## src/rtl/tshift_pkg.sv

```systemverilog
package tshift_pkg;

  // Strobes issued by the control to the datapath each cycle
  typedef struct packed {
    logic accept;  // input word taken this cycle
    logic clear;   // empty the history store
  } tshift_strobe_t;

endpackage

```

## src/rtl/tshift_ctrl.sv

```systemverilog
module tshift_ctrl
  import tshift_pkg::*;
(
  input  logic           clk,
  input  logic           rstN,
  input  logic           clearBuf,
  input  logic           inValid,
  output logic           inReady,
  output logic           shiftValid,
  input  logic           shiftReady,
  output logic           resValid,
  input  logic           resReady,
  output tshift_strobe_t strobe
);

  logic shiftPend;
  logic resPend;
  logic canLoad;

  // The shared output stage may reload only when both sides are free or draining
  assign canLoad = (!shiftPend || shiftReady) && (!resPend || resReady);
  assign inReady = canLoad && !clearBuf;

  assign strobe.accept = inValid && inReady;
  assign strobe.clear  = clearBuf;

  always_ff @(posedge clk) begin
    if (!rstN) begin
      shiftPend <= 1'b0;
      resPend   <= 1'b0;
    end else begin
      if (strobe.accept)   shiftPend <= 1'b1;
      else if (shiftReady) shiftPend <= 1'b0;
      if (strobe.accept)   resPend   <= 1'b1;
      else if (resReady)   resPend   <= 1'b0;
    end
  end

  assign shiftValid = shiftPend;
  assign resValid   = resPend;

  AST_SHIFT_HELD: assert property (@(posedge clk) disable iff (!rstN)
    shiftValid && !shiftReady |=> shiftValid) else $error("shift word lost");
  AST_RES_HELD: assert property (@(posedge clk) disable iff (!rstN)
    resValid && !resReady |=> resValid) else $error("residual word lost");
  AST_LOAD_RAISES_VALID: assert property (@(posedge clk) disable iff (!rstN)
    inValid && inReady |=> shiftValid && resValid) else $error("latency");

endmodule

```

## src/rtl/tshift_dp.sv

```systemverilog
module tshift_dp
  import tshift_pkg::*;
#(
  parameter int DATA_W   = 8,
  parameter int CHANNELS = 16,
  parameter int SITES    = 4,
  parameter int CH_W     = 4,
  parameter int POS_W    = 2
) (
  input  logic              clk,
  input  logic              rstN,
  input  tshift_strobe_t    strobe,
  input  logic [DATA_W-1:0] inData,
  input  logic [CH_W-1:0]   inChan,
  input  logic [POS_W-1:0]  inPos,
  output logic [DATA_W-1:0] shiftData,
  output logic [DATA_W-1:0] resData,
  output logic [CH_W-1:0]   outChan,
  output logic [POS_W-1:0]  outPos
);

  localparam int SHIFT_CH = CHANNELS / 8;
  localparam int DEPTH    = SHIFT_CH * SITES;
  localparam int ADDR_W   = (DEPTH > 1) ? $clog2(DEPTH) : 1;

  logic [DATA_W-1:0] store [DEPTH];
  logic [DEPTH-1:0]  filled;
  logic [ADDR_W-1:0] addr;
  logic              isShifted;
  logic [DATA_W-1:0] oldVal;

  assign isShifted = (32'(inChan) < SHIFT_CH);
  assign addr = ADDR_W'(32'(inPos) * SHIFT_CH + 32'(inChan));

  // Location never written since reset/clear reads as zero
  always_comb begin
    oldVal = '0;
    if (isShifted && filled[addr]) oldVal = store[addr];
  end

  always_ff @(posedge clk) begin
    if (strobe.accept && isShifted) store[addr] <= inData;
  end

  always_ff @(posedge clk) begin
    if (!rstN || strobe.clear) begin
      filled <= '0;
    end else if (strobe.accept && isShifted) begin
      filled[addr] <= 1'b1;
    end
  end

  always_ff @(posedge clk) begin
    if (!rstN) begin
      shiftData <= '0;
      resData   <= '0;
      outChan   <= '0;
      outPos    <= '0;
    end else if (strobe.accept) begin
      shiftData <= isShifted ? oldVal : inData;
      resData   <= inData;
      outChan   <= inChan;
      outPos    <= inPos;
    end
  end

  AST_UPPER_PASS: assert property (@(posedge clk) disable iff (!rstN)
    strobe.accept && !isShifted |=> shiftData == $past(inData)) else $error("upper channel altered");
  AST_RES_COPY: assert property (@(posedge clk) disable iff (!rstN)
    strobe.accept |=> resData == $past(inData)) else $error("residual altered");
  AST_TAG_COPY: assert property (@(posedge clk) disable iff (!rstN)
    strobe.accept |=> outChan == $past(inChan) && outPos == $past(inPos)) else $error("tag altered");

endmodule

```

## src/rtl/tshift_unit.sv

```systemverilog
module tshift_unit
  import tshift_pkg::*;
#(
  parameter int DATA_W   = 8,
  parameter int CHANNELS = 16,
  parameter int HEIGHT   = 2,
  parameter int WIDTH    = 2,
  localparam int SITES   = HEIGHT * WIDTH,
  localparam int CH_W    = (CHANNELS > 1) ? $clog2(CHANNELS) : 1,
  localparam int POS_W   = (SITES > 1) ? $clog2(SITES) : 1
) (
  input  logic              clk,
  input  logic              rstN,
  input  logic              clearBuf,
  input  logic              inValid,
  output logic              inReady,
  input  logic [DATA_W-1:0] inData,
  input  logic [CH_W-1:0]   inChan,
  input  logic [POS_W-1:0]  inPos,
  output logic              shiftValid,
  input  logic              shiftReady,
  output logic [DATA_W-1:0] shiftData,
  output logic              resValid,
  input  logic              resReady,
  output logic [DATA_W-1:0] resData,
  output logic [CH_W-1:0]   outChan,
  output logic [POS_W-1:0]  outPos
);

  tshift_strobe_t strobe;

  tshift_ctrl ctrl_i (
    .clk        (clk),
    .rstN       (rstN),
    .clearBuf   (clearBuf),
    .inValid    (inValid),
    .inReady    (inReady),
    .shiftValid (shiftValid),
    .shiftReady (shiftReady),
    .resValid   (resValid),
    .resReady   (resReady),
    .strobe     (strobe)
  );

  tshift_dp #(
    .DATA_W   (DATA_W),
    .CHANNELS (CHANNELS),
    .SITES    (SITES),
    .CH_W     (CH_W),
    .POS_W    (POS_W)
  ) dp_i (
    .clk       (clk),
    .rstN      (rstN),
    .strobe    (strobe),
    .inData    (inData),
    .inChan    (inChan),
    .inPos     (inPos),
    .shiftData (shiftData),
    .resData   (resData),
    .outChan   (outChan),
    .outPos    (outPos)
  );

  AST_SHIFT_STABLE: assert property (@(posedge clk) disable iff (!rstN)
    shiftValid && !shiftReady |=> $stable(shiftData) && $stable(outChan) && $stable(outPos))
    else $error("shift data moved under stall");
  AST_RES_STABLE: assert property (@(posedge clk) disable iff (!rstN)
    resValid && !resReady |=> $stable(resData)) else $error("residual moved under stall");

endmodule

```

## config.mk

```make
export PLATFORM = sky130hd
export DESIGN_NAME = tshift_unit
export DESIGN_NICKNAME = d
export VERILOG_FILES = /design/src/rtl/tshift_pkg.sv /design/src/rtl/tshift_ctrl.sv /design/src/rtl/tshift_dp.sv /design/src/rtl/tshift_unit.sv
export SDC_FILE = /design/constraint.sdc
export NUM_CORES = 1
export LEC_CHECK = 0
export BUFFER_PORTS_ARGS = -buffer_cell sky130_fd_sc_hd__buf_2
export CAP_MARGIN = 20
export CORE_MARGIN = 4
export CORE_UTILIZATION = 40
export CTS_CLUSTER_SIZE = 28
export DETAILED_ROUTE_END_ITERATION = 10
export PLACE_DENSITY_LB_ADDON = 0.05
export RECOVER_POWER = 100
export SYNTH_ARGS = -nofsm -noshare
export SYNTH_HDL_FRONTEND = slang
export SYNTH_HIERARCHICAL = 1
export SYNTH_SLANG_ARGS = --single-unit
```

## constraint.sdc

```tcl
create_clock -name clk -period 6.95 [get_ports clk]
set_input_delay 1.0425 -clock clk [delete_from_list [all_inputs] [get_ports clk]]
set_output_delay 1.0425 -clock clk [all_outputs]
set_load 0.01 [all_outputs]
```

==> results.md <==
- Placed cell count: 403
- IO Count: 45
- Internal power: 0.000821 W
- Endpoints failing setup: 0
- Routed wire length: 7680 um
- Root buffer cell: clkbuf_8
- Post-synth top area share: 49.4%
- Final RePlAce weighted congestion: 0.676
- Sw Ratio: 23.4%
- Critical path type: primary input to register
- Syn Inst Count: 239
- Lkg Pwr: 1.46 nW
- Number of cell rows: 35
- Delay-heaviest family, CP: buffers and inverters
- Die Y-Extent: 107 um
- Fillers: 868
- Yosys reg bits: 96
- Clk network pwr share: 33.7%
- Final std cells w/o fill: 419
- DR pass1 iterations: 4
- First-pass GRT wire length: 12,000 um
- Fin. max-slew vios: 36
- PD cells: 246 mW/mm^2
- Num CTS Buffers: 9
- Switching pwr: 0.000251 W
- Max FO, Critical Path: 35
- Dpl hpwl: 4900 um
- Simple-gate area share of the yosys netlist: 8.07%
- Die Wd: 107 um
- Synth top area cells: edfxtp_1 (49%), dfxtp_1 (16%), mux4_1 (9.5%), mux2i_1 (3.6%), mux4_2 (2.3%)
- # port buffers: 44
- Layout cell share with drive strength beyond 1: 13.8%
- Initial core utilization: 41.5%
- Vias per cell: 5.03
- Relative slew margins: -10.7%
- Asr flop ratio synth: 0%
- Compound-gate portion of the synthesized area: 5.21%
- Routed len/inst: 18.3 um
- Worst EP required: 7.00 ns
- Crit. End Element: register
- Sink Count: 96
- Post-CTS Setup Repair Bufs: 0
- Tot GR Track Use: 14.2%
- Vias in the first global route: 2,094
- Largest family of logic cells by synthesized area: multiplexers
- Crit path max-delay cell type: clkbuf_1
- CP dominant cell by count: clkbuf_1
- Max_cap viols: 1
- Cts hold-fix bufs: 0
- Fin nets: 306
- Combinational power share: 8.5%
- Mapped Area: 0.00389 mm^2
- CTS H-tree depth: 3
- Critical Path AT: 3.96 ns
- CTS resizes: 0
- Mux cell area share after synthesis: 16.6%
- CTS tree: yes
- Clock latency on the worst-skew pair: 0.36 ns
- Post-Synth XOR/XNOR Area: 1.03%
- Min-delay worst type: register to register
- Setup_tns: 0 ns
- Synth cell types: 38
- Antenna violations before repair: 0
- Final hold violation count: 0
- Max clock buf depth: 2
- Most common cell after layout, fill and taps aside: edfxtp_1
- Core Area: 0.00937 mm^2
- Register share of total power: 57.8%
- Worst-Margin Slew: 1.66 ns
- Seq/Total Area, Yosys: 65.9%
- Flop2flop setup slack: 3.49 ns
- Period utilization: 56.3%
- Full die area: 0.0114 mm^2
- CP Buf/Inv Count: 3
- Tot Pwr: 0.00107 W
- Ys flop type: edfxtp_1
- Syn avg cell area: 16.3 um^2
- Syn. warnings: 6
- Pin count of the biggest net entering global routing: 36
- Clock Skew: 0.0120 ns
- Via count: 2,108
- Synth-to-layout area growth: 12.0%
- Ant. Diodes: 0
- Peak supply drop: 0.0000884 V
- Min cycle time layout: 3.91 ns
- Synth Area in Adders: 0.322%
- DRC Markers: 0
- Synth area leader: edfxtp_1
- Status: complete, but fails checks
- Failing checks: capacitance limit, slew limit
- Max Fclk: 0.256 GHz
- Post-Syn Nets: 260
- Number of DRC markers in iteration 0: 95
- Clock Pin Slew Worst Setup and Hold Paths: 0.09 ns
- Crit path largest cell delay: 1.21 ns
- Commonest cells after routing, fill and taps aside: edfxtp_1 (64), clkbuf_1 (38), dfxtp_1 (32)
- Unrepaired setup endpoints after global routing: false
- Grt ovf: 0
- Setup crit start kind: primary input
- Post-DRT Antenna Nets: 0
- CP Cell Sequence: buf_2, nand2b_2, nand2_1, nor3b_4, clkbuf_1, nand3_1, nor3_1, clkbuf_1
- EDFF count, synth: 64
[synth_stat cells (all sizes together) (4+ instances only)]
cell type,count
buf,11
nor2b,10
nand2b,10
o22ai,5
nand2,12
edfxtp,64
o21a,8
mux2i,14
o21ai,8
dfxtp,32
mux4,18
inv,5
nor2,5
nand3,4
clkbuf,4
a21boi,7
mux2,4
[kinds of logic (layout without fill, tap and decap cells)]
group	Yosys count	count (layout)
simple gates	52	52
xor+xnor	3	3
fa+ha+maj	1	1
flops	96	96
compound gates	31	31
mux	36	36
buf+inv	20	71
[power groups by stage]
stage / clock network [W] / registers [W] / logic (W)
after floorplan: 0 / 0.000636 / 0.0000600
after global placement: 0 / 0.000632 / 0.0000951
after detailed placement: 0 / 0.000632 / 0.0000948
after CTS: 0.000375 / 0.000619 / 0.0000950
after global routing: 0.000400 / 0.000621 / 0.000101
final: 0.000361 / 0.000619 / 0.0000907
[routing by layer]
metal | part of all wire (%) | global-route usage [%]
met1 | 50 | 20.8
met2 | 44 | 20.7
met3 | 5.1 | 2.95
met4 | 1.0 | 5.21
met5 | 0 | 0
[through the flow]
step                cell area, um^2  hold slack (ns)  utilization [%]  worst slack, ns
global route                   4360            0.495             46.5             2.64
floorplan                      3890            0.432                -             3.79
CTS                            4430            0.471             47.3             4.04
global placement               4230            0.443             45.1             3.56
detailed placement             4240            0.449             45.2             3.66
finish                         4360            0.468             46.5             3.04
[area by class of cell]
| type | count | area (um^2) | share of cell area (%) |
|---|---|---|---|
| inverter | 5 | 18.8 | 0.431 |
| clock buffer | 9 | 124 | 2.84 |
| sequential | 96 | 2560 | 58.8 |
| tap | 129 | 161 | 3.70 |
| timing repair buffer | 50 | 208 | 4.77 |
| multi-input combinational | 123 | 1210 | 27.8 |
| clock inverter | 7 | 70.1 | 1.61 |
[final timing paths]
kind / startpoint / end / cells after the start
hold / removal: dp_i/filled[7]$_SDFFE_PP0N_ / dp_i/filled[7]$_SDFFE_PP0N_ / 1
hold reg to reg: dp_i/filled[7]$_SDFFE_PP0N_ / dp_i/filled[7]$_SDFFE_PP0N_ / 1
setup / recovery: resReady / dp_i/store[5][1]$_DFFE_PP_ / 8
setup reg to reg: ctrl_i/resValid$_SDFFE_PN0P_ / dp_i/store[5][1]$_DFFE_PP_ / 7
[registers in the layout, indices dropped and copies added, names as in the netlist]
name	flops
dp_i/resData	8
dp_i/store	64
dp_i/shiftData	8
ctrl_i/resValid	1
dp_i/outChan	4
ctrl_i/shiftValid	1
dp_i/outPos	2
dp_i/filled	8
No activity file was read; power rests on OpenSTA's default activity.
